==> config.mk <==
export PLATFORM = sky130hd
export DESIGN_NAME = swi_bank
export DESIGN_NICKNAME = d
export VERILOG_FILES = /design/src/rtl/swi_pkg.sv /design/src/rtl/swi_decode.sv /design/src/rtl/swi_slot.sv /design/src/rtl/swi_rdata.sv /design/src/rtl/swi_bank.sv
export SDC_FILE = /design/constraint.sdc
export NUM_CORES = 1
export LEC_CHECK = 0
export CORE_MARGIN = 10
export CORE_UTILIZATION = 25
export DETAILED_ROUTE_END_ITERATION = 7
export GPL_TIMING_DRIVEN = 0
export PLACE_DENSITY_LB_ADDON = 0.12
export SYNTH_ARGS = -nofsm -noshare
export SYNTH_HDL_FRONTEND = slang
export SYNTH_SLANG_ARGS = --single-unit
==> constraint.sdc <==
create_clock -name clk_i -period 3.2 [get_ports clk_i]
set_input_delay 0.32 -clock clk_i [delete_from_list [all_inputs] [get_ports clk_i]]
set_output_delay 0.32 -clock clk_i [all_outputs]
set_load 0.005 [all_outputs]
==> src/rtl/swi_pkg.sv <==
package swi_pkg;
  typedef enum logic {
    SWI_MODE_MACH = 1'b0,  // held pending flag
    SWI_MODE_SUPV = 1'b1   // write-one pulse, reads zero
  } swi_mode_e;

  localparam int unsigned SWI_DATA_W = 32;
  localparam int unsigned SWI_BE_W   = SWI_DATA_W / 8;
endpackage

==> src/rtl/swi_decode.sv <==
module swi_decode #(
  parameter int unsigned NUM_HARTS = 4,
  parameter int unsigned ADDR_W    = 6
) (
  input  logic                       clk_i,
  input  logic                       rst_ni,
  input  logic                       req_i,
  input  logic [ADDR_W-1:0]          addr_i,
  input  logic [swi_pkg::SWI_BE_W-1:0] be_i,
  output logic [NUM_HARTS-1:0]       sel_o
);
  localparam int unsigned IDX_W = ADDR_W - 2;

  logic [IDX_W-1:0] idx;
  logic             acc_ok;

  assign idx    = addr_i[ADDR_W-1:2];
  assign acc_ok = req_i && (be_i == '1) && (addr_i[1:0] == 2'b00)
                  && ({1'b0, idx} < (IDX_W+1)'(NUM_HARTS));

  for (genvar h = 0; h < NUM_HARTS; h++) begin : g_sel
    assign sel_o[h] = acc_ok && (idx == IDX_W'(h));
  end


  sel_onehot_chk: assert property (@(posedge clk_i) disable iff (!rst_ni)
    $onehot0(sel_o));


  sel_aligned_chk: assert property (@(posedge clk_i) disable iff (!rst_ni)
    (|sel_o) |-> (addr_i[1:0] == 2'b00));


  sel_full_be_chk: assert property (@(posedge clk_i) disable iff (!rst_ni)
    (|sel_o) |-> (be_i == 4'hF));
endmodule

==> src/rtl/swi_slot.sv <==
module swi_slot #(
  parameter swi_pkg::swi_mode_e MODE = swi_pkg::SWI_MODE_MACH
) (
  input  logic                          clk_i,
  input  logic                          rst_ni,
  input  logic                          wr_i,
  input  logic [swi_pkg::SWI_DATA_W-1:0] wdata_i,
  output logic                          irq_o,
  output logic                          pend_o
);
  localparam int unsigned DW = swi_pkg::SWI_DATA_W;

  logic irq_q;

  if (MODE == swi_pkg::SWI_MODE_MACH) begin : g_mach
    always_ff @(posedge clk_i or negedge rst_ni) begin
      if (!rst_ni)   irq_q <= 1'b0;
      else if (wr_i) irq_q <= wdata_i[0];
    end
    assign pend_o = irq_q;


    pend_chg_chk: assert property (@(posedge clk_i) disable iff (!rst_ni)
      !$stable(irq_q) |-> $past(wr_i));


    hi_bits_clr_chk: assert property (@(posedge clk_i) disable iff (!rst_ni)
      (wr_i && !wdata_i[0] && (wdata_i[DW-1:1] != '0)) |=> !irq_q);
  end else begin : g_supv
    always_ff @(posedge clk_i or negedge rst_ni) begin
      if (!rst_ni) irq_q <= 1'b0;
      else         irq_q <= wr_i && wdata_i[0];
    end
    assign pend_o = 1'b0;


    pulse_src_chk: assert property (@(posedge clk_i) disable iff (!rst_ni)
      irq_q |-> $past(wr_i && wdata_i[0]));


    hi_bits_nop_chk: assert property (@(posedge clk_i) disable iff (!rst_ni)
      (wr_i && !wdata_i[0] && (wdata_i[DW-1:1] != '0)) |=> !irq_q);
  end

  assign irq_o = irq_q;
endmodule

==> src/rtl/swi_rdata.sv <==
module swi_rdata #(
  parameter int unsigned NUM_HARTS = 4
) (
  input  logic                           clk_i,
  input  logic                           rst_ni,
  input  logic                           rd_i,
  input  logic [NUM_HARTS-1:0]           sel_i,
  input  logic [NUM_HARTS-1:0]           pend_i,
  output logic [swi_pkg::SWI_DATA_W-1:0] rdata_o
);
  logic [swi_pkg::SWI_DATA_W-1:0] rdata_q;
  logic                           bit_d;

  assign bit_d = rd_i && (|(sel_i & pend_i));

  always_ff @(posedge clk_i or negedge rst_ni) begin
    if (!rst_ni) rdata_q <= '0;
    else         rdata_q <= {{(swi_pkg::SWI_DATA_W-1){1'b0}}, bit_d};
  end

  assign rdata_o = rdata_q;


  rd_idle_zero_chk: assert property (@(posedge clk_i) disable iff (!rst_ni)
    !rd_i |=> (rdata_q == '0));
endmodule

==> src/rtl/swi_bank.sv <==
module swi_bank #(
  parameter int unsigned        NUM_HARTS = 4,
  parameter int unsigned        ADDR_W    = 6,
  parameter swi_pkg::swi_mode_e MODE      = swi_pkg::SWI_MODE_MACH
) (
  input  logic                 clk_i,
  input  logic                 rst_ni,
  input  logic                 req_i,
  input  logic                 we_i,
  input  logic [ADDR_W-1:0]    addr_i,
  input  logic [3:0]           be_i,
  input  logic [31:0]          wdata_i,
  output logic [31:0]          rdata_o,
  output logic [NUM_HARTS-1:0] irq_o
);
  logic [NUM_HARTS-1:0] sel;
  logic [NUM_HARTS-1:0] pend;
  logic                 rd;

  swi_decode #(.NUM_HARTS(NUM_HARTS), .ADDR_W(ADDR_W)) u_decode (
    .clk_i  (clk_i),
    .rst_ni (rst_ni),
    .req_i  (req_i),
    .addr_i (addr_i),
    .be_i   (be_i),
    .sel_o  (sel)
  );

  for (genvar h = 0; h < NUM_HARTS; h++) begin : g_slot
    swi_slot #(.MODE(MODE)) u_slot (
      .clk_i   (clk_i),
      .rst_ni  (rst_ni),
      .wr_i    (sel[h] && we_i),
      .wdata_i (wdata_i),
      .irq_o   (irq_o[h]),
      .pend_o  (pend[h])
    );
  end

  assign rd = (|sel) && !we_i;

  swi_rdata #(.NUM_HARTS(NUM_HARTS)) u_rdata (
    .clk_i   (clk_i),
    .rst_ni  (rst_ni),
    .rd_i    (rd),
    .sel_i   (sel),
    .pend_i  (pend),
    .rdata_o (rdata_o)
  );


  rd_hi_zero_chk: assert property (@(posedge clk_i) disable iff (!rst_ni)
    rdata_o[31:1] == '0);

  if (MODE == swi_pkg::SWI_MODE_SUPV) begin : g_supv_chk

    supv_rd_zero_chk: assert property (@(posedge clk_i) disable iff (!rst_ni)
      rdata_o == '0);
  end
endmodule

== Yosys cells after proc, flatten, opt, wreduce, memory -nomap -nowiden ==
Cells that the tools add are included.
Word-level totals
  flip-flop bits (word level): 5
  output and inout port bits: 36
Cells by class
  order comparisons: 1
  equal/unequal tests: 4
  bitwise gates (word level): 1
  reductions and logical operators: 18
Operator list (number)
  $logic_and A1 B1 Y1: 13
  $eq A4 B2 Y1 const B: 2
  $reduce_or A4 Y1: 2
  $and A4 B4 Y4: 1
  $eq A4 B1 Y1 const B: 1
  $eq A4 B4 Y1 const B: 1
  $logic_not A4 Y1: 1
  $lt A4 B3 Y1 const B: 1
  $logic_not A2 Y1: 1
  $logic_not A1 Y1: 1

== Logic depth before layout (Yosys ltp) ==
Gate-level depths: netlist (run 1).
  depth in word-level cells: 8
  mapped depth: 3

== Modules after synthesis ==
Synthesis (run 1) repeated with hierarchy kept, for this count alone.
Unflattened totals
  cells, all modules: 63
  area total of the unflattened synthesis: 569.3 um^2
Modules (own cells, without submodules)
  swi_rdata: times used 1, cells each 36, area each 284.0 um^2, seq. area each 25.0 um^2
  swi_slot: times used 4, cells each 3, area each 47.5 um^2, seq. area each 25.0 um^2
  swi_decode: times used 1, cells each 9, area each 58.8 um^2, seq. area each 0.0 um^2
  swi_bank: times used 1, cells each 6, area each 36.3 um^2, seq. area each 0.0 um^2

== Least setup slack after synthesis (run 1) ==
No wires, ideal clock.
  path kind: input to register
  start: input addr_i[1]
  end: register g_slot[0].u_slot.irq_q
  library setup time: 128 ps
  arrival: 1481 ps
  data required time: 3072 ps
  slack: 1591 ps
  stages on the path: 3
  cell sequence: or4_4 -> nor4_1 -> mux2_1
Between the ends
  word-level cells in the longest chain between the ends: 5
Ends and longest elaborated chain
  from (decl): line swi_bank.sv:10  | input logic [ADDR_W-1:0] addr_i,
  $logic_not A2 Y1: line swi_decode.sv:18  | assign acc_ok = req_i && (be_i == '1) && (addr_i[1:0] == 2'b00)
  $logic_and A1 B1 Y1: line swi_decode.sv:18
  $logic_and A1 B1 Y1: line swi_decode.sv:19  | && ({1'b0, idx} < (IDX_W+1)'(NUM_HARTS));
  $logic_and A1 B1 Y1: line swi_decode.sv:22  | assign sel_o[h] = acc_ok && (idx == IDX_W'(h));
  $logic_and A1 B1 Y1: line swi_bank.sv:33  | .wr_i (sel[h] && we_i),
  to (signal assigned): line swi_slot.sv:18  | else if (wr_i) irq_q <= wdata_i[0];
  to (decl): line swi_slot.sv:13  | logic irq_q;
Every way passes these cells.
A chain may end at the register's enable or synchronous reset.

== Worst setup path after layout (run 1) ==
  start: input addr_i[1]
  end: register g_slot[1].u_slot.irq_q
Between the ends
  word-level cells in the longest chain between the ends: 5
Ends and longest elaborated chain (line)
  $logic_not A2 Y1: swi_decode.sv:18
  $logic_and A1 B1 Y1: swi_decode.sv:18
  $logic_and A1 B1 Y1: swi_decode.sv:19
  $logic_and A1 B1 Y1: swi_decode.sv:22
  $logic_and A1 B1 Y1: swi_bank.sv:33
  to (signal assigned): swi_slot.sv:18
  to (decl): swi_slot.sv:13
Every way passes these cells.

==> results of run 1 <==
Yosys cell counts:
library cell / number / share of area
buf_4: 35 / 0.48
dfrtp_1: 5 / 0.23
nor4_1: 5 / 0.057
mux2_1: 4 / 0.082
nand3b_1: 2 / 0.027
and2_1: 1 / 0.011
conb_1: 1 / 0.0068
mux4_2: 1 / 0.041
nand2_1: 1 / 0.0068
nand3_1: 1 / 0.0091
nand3_2: 1 / 0.018
or3b_1: 1 / 0.016
or4_4: 1 / 0.020
registers in the layout, summed over array words and instances, names as in the netlist:
signal / count
g_slot.u_slot.irq_o: 4
u_rdata.rdata_o: 1
final cells by class:
type	instances	area [µm²]
flip-flops and latches	5	125.1
clock buffers	4	26.28
multi-input cells	49	275.3
plain buffers	35	262.8
well taps	27	33.78
fillers	200	1109
repair buffers	19	190.2
per-stage QoR:
| step | hold WS (ns) | setup slack (ns) | instance area (µm²) |
|---|---|---|---|
| after floorplan | 0.02441 | 1.591 | 663.1 |
| after global placement | 0.5040 | 1.083 | 887.1 |
| after detailed placement | 0.5168 | 1.056 | 887.1 |
| after CTS | 0.2948 | 1.320 | 913.4 |
| after global routing | 0.3071 | 1.262 | 913.4 |
| final | 0.2912 | 1.333 | 913.4 |
routing by layer:
layer | share of wire | vias up
met5 | 0 | -
met4 | 0.027 | 0
met3 | 0.17 | 4
met2 | 0.54 | 31
met1 | 0.26 | 185
li1 | - | 243
final timing paths:
kind	start	endpoint	slack [ns]	cells after the start
min in group clk_i	g_slot[2].u_slot.irq_o	g_slot[2].u_slot.irq_o	0.53	1
max in group asynchronous	rst_ni	g_slot[2].u_slot.irq_o	2.72	1
worst max-delay path	addr_i[1]	g_slot[1].u_slot.irq_o	1.33	4
worst min-delay path	rst_ni	u_rdata.rdata_o[0]	0.29	1
worst max register to register	g_slot[3].u_slot.irq_o	u_rdata.rdata_o[0]	2.10	2
worst min register to register	g_slot[2].u_slot.irq_o	g_slot[2].u_slot.irq_o	0.53	1
cell families (layout without fill, tap and decap cells):
kind of cell / Yosys count / count (layout)
other: 1 / 31
AND/OR/NAND/NOR: 13 / 13
buffers and inverters: 35 / 58
multiplexers: 5 / 5
flip-flops: 5 / 5
power by group:
part	switching, mW	total (mW)	internal [mW]
clock network	0.0277	0.0750	0.0473
logic	0.0233	0.0661	0.0428
registers	0.000313	0.0642	0.0639
==> results by group, run 1 <==
Status
  – Outcome: completed

Layout
  – Commonest non-fill, non-tap cell in the layout: buf_4
  – Commonest non-fill, non-tap cells in the layout: 35 x buf_4, 31 x conb_1, 19 x clkdlybuf4s50_1
  – Fraction of layout cells with a size suffix above 1: 0.3661
  – P&R area growth vs syn: 65.91%
  – Post-Layout Cell Count: 139
  – Inserted Diodes: 0
  – Final net count: approximately 160
  – Final core occ: 0.4517

Drt
  – 1st-iter DRT viols: 3
  – Drt wl/cell: a little over 10 µm
  – Total number of vias: 463
  – First drt pass iteration count: 4
  – WL final: ~1400 µm
  – Detail Route Antenna Nets: 0
  – Via density: between 3 and 4
  – DRC errors left: 0

CTS
  – Hold-fix buffers, CTS: 0
  – Clk slew on worst S/H paths: ~0.050 ns
  – CTS Buf Count: 3
  – Clk sinks: 5
  – CTS tree: built
  – # H-tree levels: 1
  – Clk root buf: clkbuf_4
  – Max clock buf depth: 2
  – Post-CTS sizing: 0
  – Setup Buffers After CTS: 0
  – Clock Latency Late Sink: approximately 0.25 ns

Global route
  – Vias in the first global route: 493
  – First-pass GRT wire length: 2235 µm
  – Met3 Track Usage GR: 0.04849
  – Met2 usage: 0.1149
  – Tot GR Track Use: 0.06530
  – Top Usage Layer GRT: met2
  – Largest net degree at the start of global routing: 6
  – Initial antenna violation count: 0
  – Met1 Use GR: 0.04749
  – Total gr overflow: 0

Floorplanning
  – Die Y: between 60 and 70 µm
  – Row cnt: 16
  – Die area: between 4000 and 5000 µm²
  – Initial core utilization: 0.2723
  – I/O pin count: slightly above 80
  – Die X: ~67 µm
  – Core Area: slightly above 2000 µm²

Place
  – Placed instance count: roughly 140
  – Count of input and output buffers: 19
  – Placer Congestion: roughly 0.62

Setup path
  – Buf+Inv Stages, Crit Path: 1
  – Max incr delay on CP: 0.56 ns
  – Largest delay share family, worst path: simple AND/OR/NAND/NOR gates
  – Critical path's slowest cell: or4_4
  – Crit path max fanout: 5
  – WP data required: ~3.3 ns
  – Setup CP Type: in -> reg
  – Cell Chain, Critical Path: clkdlybuf4s50_1, or4_4, nor4_1, mux2_1
  – Crit path arrival time: approximately 2.0 ns
  – Crit. End Element: flop
  – Critical path launch point type: primary input

Timing
  – RSZ-0062 raised after global routing: false
  – Fmax: roughly 540 MHz
  – Tmin final: about 1.9 ns
  – Fin. max-slew vios: 0
  – Final worst-path cycle share: 0.5833
  – Hold Fails Final Rpt: 0
  – Setup TNS: 0 ns
  – Clock Skew: between 0.004 and 0.005 ns
  – Final setup fails: 0

Yosys
  – Mux contribution to synthesized area: 0.1227
  – Synth cell types: 13
  – YS warnings: 0
  – Post-Synth XOR/XNOR Area: 0
  – #FFs+latches synth: 5
  – Mean Syn Cell Area: around 9.3 µm²
  – Largest family of logic cells by synthesized area: buffers and inverters
  – Seq/Total Area, Yosys: 0.2273
  – Synth Area in Adders: 0
  – Simple-Gate Fraction of Synth Area: 0.1659
  – Cells after Synth: 59
  – Compound-Gate Fraction of Synth Area: 0
  – Mapped cell area: roughly 550 µm²

Pwr
  – PD cells: 224.8 nW/µm²
  – Leak: 0.4972 nW
  – Worst VDD drop: between 0.09 and 0.1 mV
  – Total power: slightly above 0.2 mW

Hold path
  – Worst Hold Class: in -> async

Flow run
  – Max-cap violation count: 0
No activity file was read; power rests on OpenSTA's default activity.
==> run 2, diff against run 1 <==
--- a/config.mk
+++ b/config.mk
@@ -6,7 +6,7 @@
 export NUM_CORES = 1
 export LEC_CHECK = 0
 export CORE_MARGIN = 10
-export CORE_UTILIZATION = 25
+export CORE_UTILIZATION = 23
 export DETAILED_ROUTE_END_ITERATION = 7
 export GPL_TIMING_DRIVEN = 0
 export PLACE_DENSITY_LB_ADDON = 0.12
==> constraint.sdc (replaced) <==
create_clock -name clk_i -period 1.8 [get_ports clk_i]
set_input_delay 0.18 -clock clk_i [delete_from_list [all_inputs] [get_ports clk_i]]
set_output_delay 0.18 -clock clk_i [all_outputs]
set_load 0.005 [all_outputs]
==> results by group, run 2 (synthesis gave the netlist of run 1 again) <==
Floorplanning
  – Die X: 68.93 µm (was 66.93 µm)
  – Core Area: 2255 µm² (was 2022 µm²)
  – Die area: 4751 µm² (was 4479 µm²)
  – Initial core utilization: 0.2442 (was 0.2723)
  – I/O pin count: 82 (unchanged)
  – Die Y: 68.93 µm (was 66.93 µm)
  – Row cnt: 17 (was 16)

Pwr
  – Worst VDD drop: 0.2962 mV (was 0.09885 mV)
  – Leak: 0.4972 nW (unchanged)
  – PD cells: 394.7 nW/µm² (was 224.8 nW/µm²)

CTS
  – Max clock buf depth: 2 (unchanged)
  – CTS Buf Count: 3 (unchanged)
  – Hold-fix buffers, CTS: 0 (unchanged)
  – Post-CTS sizing: 0 (unchanged)
  – Clk sinks: 5 (unchanged)
  – # H-tree levels: 1 (unchanged)
  – Clk root buf: clkbuf_4 (unchanged)
  – Setup Buffers After CTS: 0 (unchanged)
  – CTS tree: built (unchanged)
  – Clk slew on worst S/H paths: 0.04 ns (was 0.05 ns)
  – Clock Latency Late Sink: 0.24 ns (was 0.25 ns)

Global route
  – First-pass GRT wire length: 1766 µm (was 2235 µm)
  – Met2 usage: 0.09132 (was 0.1149)
  – Tot GR Track Use: 0.05149 (was 0.06530)
  – Initial antenna violation count: 0 (unchanged)
  – Met3 Track Usage GR: 0.03704 (was 0.04849)
  – Largest net degree at the start of global routing: 6 (unchanged)
  – Vias in the first global route: 397 (was 493)
  – Total gr overflow: 0 (unchanged)
  – Top Usage Layer GRT: met2 (unchanged)
  – Met1 Use GR: 0.03737 (was 0.04749)

Drt
  – WL final: 1364 µm (was 1423 µm)
  – Total number of vias: 448 (was 463)
  – Via density: 3.200 (was 3.331)
  – 1st-iter DRT viols: 2 (was 3)
  – First drt pass iteration count: 2 (was 4)
  – Detail Route Antenna Nets: 0 (unchanged)
  – Drt wl/cell: 9.743 µm (was 10.24 µm)
  – DRC errors left: 0 (unchanged)

Place
  – Count of input and output buffers: 19 (unchanged)
  – Post-detail-place hpwl: between 1000 and 1500 µm
  – Placer Congestion: 0.6213 (was 0.6233)

Layout
  – Fillers: 246 (was 200)
  – Fraction of layout cells with a size suffix above 1: 0.3661 (unchanged)
  – Commonest non-fill, non-tap cells in the layout: 35 x buf_4, 31 x conb_1, 19 x clkdlybuf4s50_1 (unchanged)
  – Number of flip-flops in the largest register: 4 (unchanged)
  – Inserted Diodes: 0 (unchanged)
  – Commonest non-fill, non-tap cell in the layout: buf_4 (unchanged)
  – Final net count: 159 (unchanged)
  – P&R area growth vs syn: 66.14% (was 65.91%)

Setup path
  – Crit path max fanout: 5 (unchanged)
  – WP data required: 1.93 ns (was 3.32 ns)
  – Reg-to-reg startpoint: g_slot[3].u_slot.irq_o (unchanged)
  – R2R depth: 2 (unchanged)
  – Crit path arrival time: 1.84 ns (was 1.99 ns)
  – Reg2Reg Setup Slack: 0.72 ns (was 2.10 ns)
  – Critical path launch point type: primary input (unchanged)
  – Setup CP Type: in -> reg (unchanged)
  – Reg2reg end: u_rdata.rdata_o[0] (unchanged)
  – Crit. End Element: flop (unchanged)

Timing
  – Final setup fails: 0 (unchanged)
  – Hold Fails Final Rpt: 0 (unchanged)
  – Final worst-path cycle share: 0.9551
  – Fin. max-slew vios: 0 (unchanged)
  – Clock Skew: 0.003936 ns (was 0.004061 ns)
  – Setup TNS: 0 ns (unchanged)
  – Hold_ws: 0.1588 ns (was 0.2912 ns)
  – Tmin final: 1.719 ns
  – Fmax: a little under 600 MHz
  – RSZ-0062 raised after global routing: false (unchanged)

Flow run
  – Max-cap violation count: 0 (unchanged)

Status
  – Outcome: completed (unchanged)

Hold path
  – Worst Hold Class: in -> async (unchanged)
## run 2: worst max-delay path by stage
stage / to / depth (start not counted) / startpoint
after detailed placement: g_slot[1].u_slot.irq_o / 4 / addr_i[1]
after floorplan: g_slot[0].u_slot.irq_o / 3 / addr_i[1]
after global routing: g_slot[0].u_slot.irq_o / 4 / addr_i[1]
after global placement: g_slot[1].u_slot.irq_o / 4 / addr_i[1]
after CTS: g_slot[1].u_slot.irq_o / 4 / addr_i[1]
final: g_slot[1].u_slot.irq_o / 4 / addr_i[1]
## run 2: final cells by class
type	instances	area, µm²	area share
repair buffers	19	190.2	0.2079
well taps	28	35.03	0.03830
flip-flops and latches	5	125.1	0.1368
plain buffers	35	262.8	0.2873
clock buffers	4	26.28	0.02873
multi-input cells	49	275.3	0.3010
## run 2: stage by stage
stage          utilization  worst slack [ns]  instances  cell area, µm²  total power, mW
4_1_cts             0.4057           0.07048        140           914.6           0.3596
3_3_place_gp        0.3940           -0.1846        136           888.4           0.2279
5_1_grt             0.4057           0.04387        140           914.6           0.3914
3_5_place_dp        0.3940           -0.1854        136           888.4           0.2284
6_report            0.4057           0.08091        140           914.6           0.3610
2_1_floorplan            -            0.3314         89           663.1           0.1885
## run 2: per-layer routing
layer  share of wire  wire (µm)
met1            0.25        339
met2            0.54        732
met3            0.19        264
met4           0.020         27
met5               0          0
## run 2: where the power goes
| part | internal [mW] | switching [mW] | leakage (nW) |
|---|---|---|---|
| Sequential | 0.114 | 0.000481 | 0.0698 |
| Combinational | 0.0761 | 0.0413 | 0.412 |
| Clock | 0.0838 | 0.0458 | 0.0150 |
## run 2: critical path, stage by stage
cell and delay, ns:
clkdlybuf4s50_1 0.39, or4_4 0.56, nor4_1 0.36, mux2_1 0.35
==> run 3, diff against run 2 <==
--- a/config.mk
+++ b/config.mk
@@ -12,4 +12,5 @@
 export PLACE_DENSITY_LB_ADDON = 0.12
 export SYNTH_ARGS = -nofsm -noshare
 export SYNTH_HDL_FRONTEND = slang
+export SYNTH_HIERARCHICAL = 1
 export SYNTH_SLANG_ARGS = --single-unit
==> results by group, run 3 <==
Status
  – Outcome: completed (unchanged)

Drt
  – Via density: 3.301 (was 3.200)
  – 1st-iter DRT viols: 0 (was 2)
  – Drt wl/cell: 10.05 µm (was 9.743 µm)
  – First drt pass iteration count: 1 (was 2)
  – DRC errors left: 0 (unchanged)
  – Detail Route Antenna Nets: 0 (unchanged)
  – Total number of vias: 482 (was 448)
  – WL final: 1468 µm (was 1364 µm)

Pwr
  – Internal power: 0.2712 mW (was 0.2735 mW)
  – PD cells: 351.1 nW/µm² (was 394.7 nW/µm²)
  – Leak: 0.5735 nW (was 0.4972 nW)
  – Worst VDD drop: 0.1913 mV (was 0.2962 mV)
  – Sequential Power Share: 0.318 (was 0.316)
  – Gate power share: 0.336 (was 0.325)
  – Clock power share: 0.345 (was 0.359)
  – Switching Share: 0.2442 (was 0.2425)
  – Sw power: 0.08763 mW (was 0.08756 mW)

CTS
  – # H-tree levels: 1 (unchanged)
  – Max clock buf depth: 2 (unchanged)
  – Clk sinks: 5 (unchanged)
  – Clock Latency Late Sink: 0.23 ns (was 0.24 ns)
  – CTS Buf Count: 3 (unchanged)
  – CTS tree: built (unchanged)
  – Hold-fix buffers, CTS: 0 (unchanged)
  – Clk root buf: clkbuf_4 (unchanged)
  – Clk slew on worst S/H paths: 0.04 ns (about the same)

Timing
  – Hold_ws: 0.1641 ns (was 0.1588 ns)
  – Fin. max-slew vios: 0 (unchanged)
  – RSZ-0062 raised after global routing: false (unchanged)
  – Setup TNS: 0 ns (unchanged)
  – Final setup fails: 0 (unchanged)
  – Tmin final: 1.616 ns (was 1.719 ns)
  – Fmax: 618.7 MHz (was 581.7 MHz)
  – Clock Skew: 0.0001034 ns (was 0.003936 ns)
  – Final worst-path cycle share: 0.8979 (was 0.9551)
  – Hold Fails Final Rpt: 0 (unchanged)

Setup path
  – Critical path's slowest cell: clkdlybuf4s50_1 (was or4_4)
  – Crit. End Element: flop (unchanged)
  – Setup CP Type: in -> reg (unchanged)
  – Crit path max fanout: 3 (was 5)
  – Critical path launch point type: primary input (unchanged)
  – Buf+Inv Stages, Crit Path: 2 (was 1)
  – Cell Chain, Critical Path: clkdlybuf4s50_1, inv_1, nor4_4, and2_1, mux2_4 (was clkdlybuf4s50_1, or4_4, nor4_1, mux2_1)
  – Max incr delay on CP: 0.59 ns (was 0.56 ns)
  – Largest delay share family, worst path: buffers and inverters (was simple AND/OR/NAND/NOR gates)
  – Crit path arrival time: 1.73 ns (was 1.84 ns)
  – WP data required: 1.92 ns (was 1.93 ns)

Place
  – Count of input and output buffers: 19 (unchanged)
  – Post-detail-place hpwl: 1353 µm (was 1293 µm)
  – Placer Congestion: 0.6423 (was 0.6213)

Floorplanning
  – Row cnt: 17 (unchanged)
  – I/O pin count: 82 (unchanged)
  – Die X: 69.75 µm (was 68.93 µm)
  – Core Area: 2276 µm² (was 2255 µm²)
  – Die Y: 69.75 µm (was 68.93 µm)
  – Initial core utilization: 0.2501 (was 0.2442)
  – Die area: 4865 µm² (was 4751 µm²)

Yosys
  – Top_reg_cell synth: dfrtp_1 (unchanged)
  – Mapped cell area: 569.3 µm² (was 550.5 µm²)
  – Most frequent cell after synthesis: buf_4 (unchanged)
  – Compound-Gate Fraction of Synth Area: 0.03956 (was 0)
  – Mux contribution to synthesized area: 0.1055 (was 0.1227)
  – Top cells by area, synth: buf_4 46%, dfrtp_1 22%, mux2_4 11%, nor4_1 5.5%, and2_1 3.3% (was buf_4 48%, dfrtp_1 23%, mux2_1 8.2%, nor4_1 5.7%, mux4_2 4.1%)
  – Async S/R FF share, synth: 1.000 (unchanged)
  – Synth cell types: 15 (was 13)
  – Post-synth top area cell: buf_4 (unchanged)
  – Mean Syn Cell Area: 9.036 µm² (was 9.331 µm²)
  – Seq/Total Area, Yosys: 0.2198 (was 0.2273)
  – Number of synthesized flops with an enable pin: 0 (unchanged)
  – Synth top area share: 0.4615 (was 0.4773)
  – YS warnings: 6 (was 0)
  – Simple-Gate Fraction of Synth Area: 0.1604 (was 0.1659)
  – #FFs+latches synth: 5 (unchanged)
  – Post-Synth XOR/XNOR Area: 0 (unchanged)
  – Synth Area in Adders: 0 (unchanged)
  – Cells after Synth: 63 (was 59)
  – Largest family of logic cells by synthesized area: buffers and inverters (unchanged)
  – Synth top cells by count: 35 x buf_4, 5 x dfrtp_1, 5 x nor4_1 (unchanged)

Layout
  – Fraction of layout cells with a size suffix above 1: 0.4322 (was 0.3661)
  – Inserted Diodes: 0 (unchanged)
  – Final net count: 165 (was 159)
  – Commonest non-fill, non-tap cell in the layout: buf_4 (unchanged)
  – Area of the multi-input gates: 354.1 µm² (was 275.3 µm²)
  – Number of flip-flops in the largest register: 4 (unchanged)
  – FF/Latch Area: 125.1 µm² (unchanged)
  – Commonest non-fill, non-tap cells in the layout: 37 x buf_4, 31 x conb_1, 15 x clkdlybuf4s50_1 (was 35 x buf_4, 31 x conb_1, 19 x clkdlybuf4s50_1)
  – Fillers: 231 (was 246)
  – P&R area growth vs syn: 79.56% (was 66.14%)

Global route
  – Largest net degree at the start of global routing: 6 (unchanged)
  – Total gr overflow: 0 (unchanged)
  – Tot GR Track Use: 0.05673 (was 0.05149)
  – Initial antenna violation count: 0 (unchanged)
  – Vias in the first global route: 510 (was 397)
  – First-pass GRT wire length: 2304 µm (was 1766 µm)

Hold path
  – Worst Hold Class: in -> async (unchanged)

Flow run
  – Max-cap violation count: 0 (unchanged)
[run 3: cell count changes after synthesis, sizes merged]
cell and change:
nand3 -2, nand3b -2, or3b -1, a22oi +2, inv +1, and2 +3
a21boi +1, nand4 +1, nand4b +1, mux4 -1, nor2 +1
[run 3: per-stage QoR]
step	setup slack, ns	total power, mW	instances	area, µm²	utilization
global placement	-0.3836	0.2228	140	907.1	0.3986
CTS	-0.02423	0.3634	144	994.7	0.4371
floorplan	0.1330	0.1856	93	681.9	-
detailed placement	-0.4396	0.2238	140	907.1	0.3986
global route	0.07976	0.3826	146	1022	0.4491
finish	0.1837	0.3589	146	1022	0.4491
[run 3: power groups by stage]
stage / Clock [mW] / Combinational [mW] / Sequential [mW]
after floorplan: 0 / 0.0698 / 0.116
after detailed placement: 0 / 0.108 / 0.116
after global placement: 0 / 0.107 / 0.116
after global routing: 0.135 / 0.133 / 0.114
after CTS: 0.133 / 0.116 / 0.114
final: 0.124 / 0.121 / 0.114
[run 3: path summary, 6_finish.rpt]
path                       depth (start not counted)                     end                   start  slack, ns
setup / recovery                                   5  g_slot[3].u_slot/irq_o               addr_i[3]       0.18
hold / removal                                     1      u_rdata/rdata_o[0]                  rst_ni       0.16
setup reg to reg                                   3      u_rdata/rdata_o[0]  g_slot[2].u_slot/irq_o       0.90
hold reg to reg                                    1  g_slot[0].u_slot/irq_o  g_slot[0].u_slot/irq_o       0.54
max in group asynchronous                          1  g_slot[2].u_slot/irq_o                  rst_ni       1.45
min in group clk_i                                 1  g_slot[0].u_slot/irq_o  g_slot[0].u_slot/irq_o       0.54
[run 3: layout make-up]
type	count	share of cell area
Multi-Input combinational cell	52	0.3464
Sequential cell	5	0.1224
Clock buffer	4	0.02570
Timing Repair Buffer	21	0.2105
Buffer	35	0.2570
Inverter	1	0.003672
Tap cell	28	0.03427
[run 3: layer usage]
metal  part of all wire  vias to the layer above  global-route usage
met1               0.36                      193             0.05375
li1                   -                      258                   -
met3               0.18                        0             0.05136
met5                  0                        -                   0
met4                  0                        0             0.01957
met2               0.46                       31             0.08669
[run 3: cells by family (layout without fill, tap and decap cells)]
logic type,count (synthesis),after routing
compound gates,3,3
buf+inv,36,61
flops,5,5
mux,4,4
other cells,1,31
simple gates,14,14
[run 3: repair_timing]
item / CTS / global route
gates resized for setup: 9 / 5
gates cloned: 0 / 0
buffers inserted: 0 / 2
setup endpoints to repair: 4 / 4
pin swaps: 2 / 5
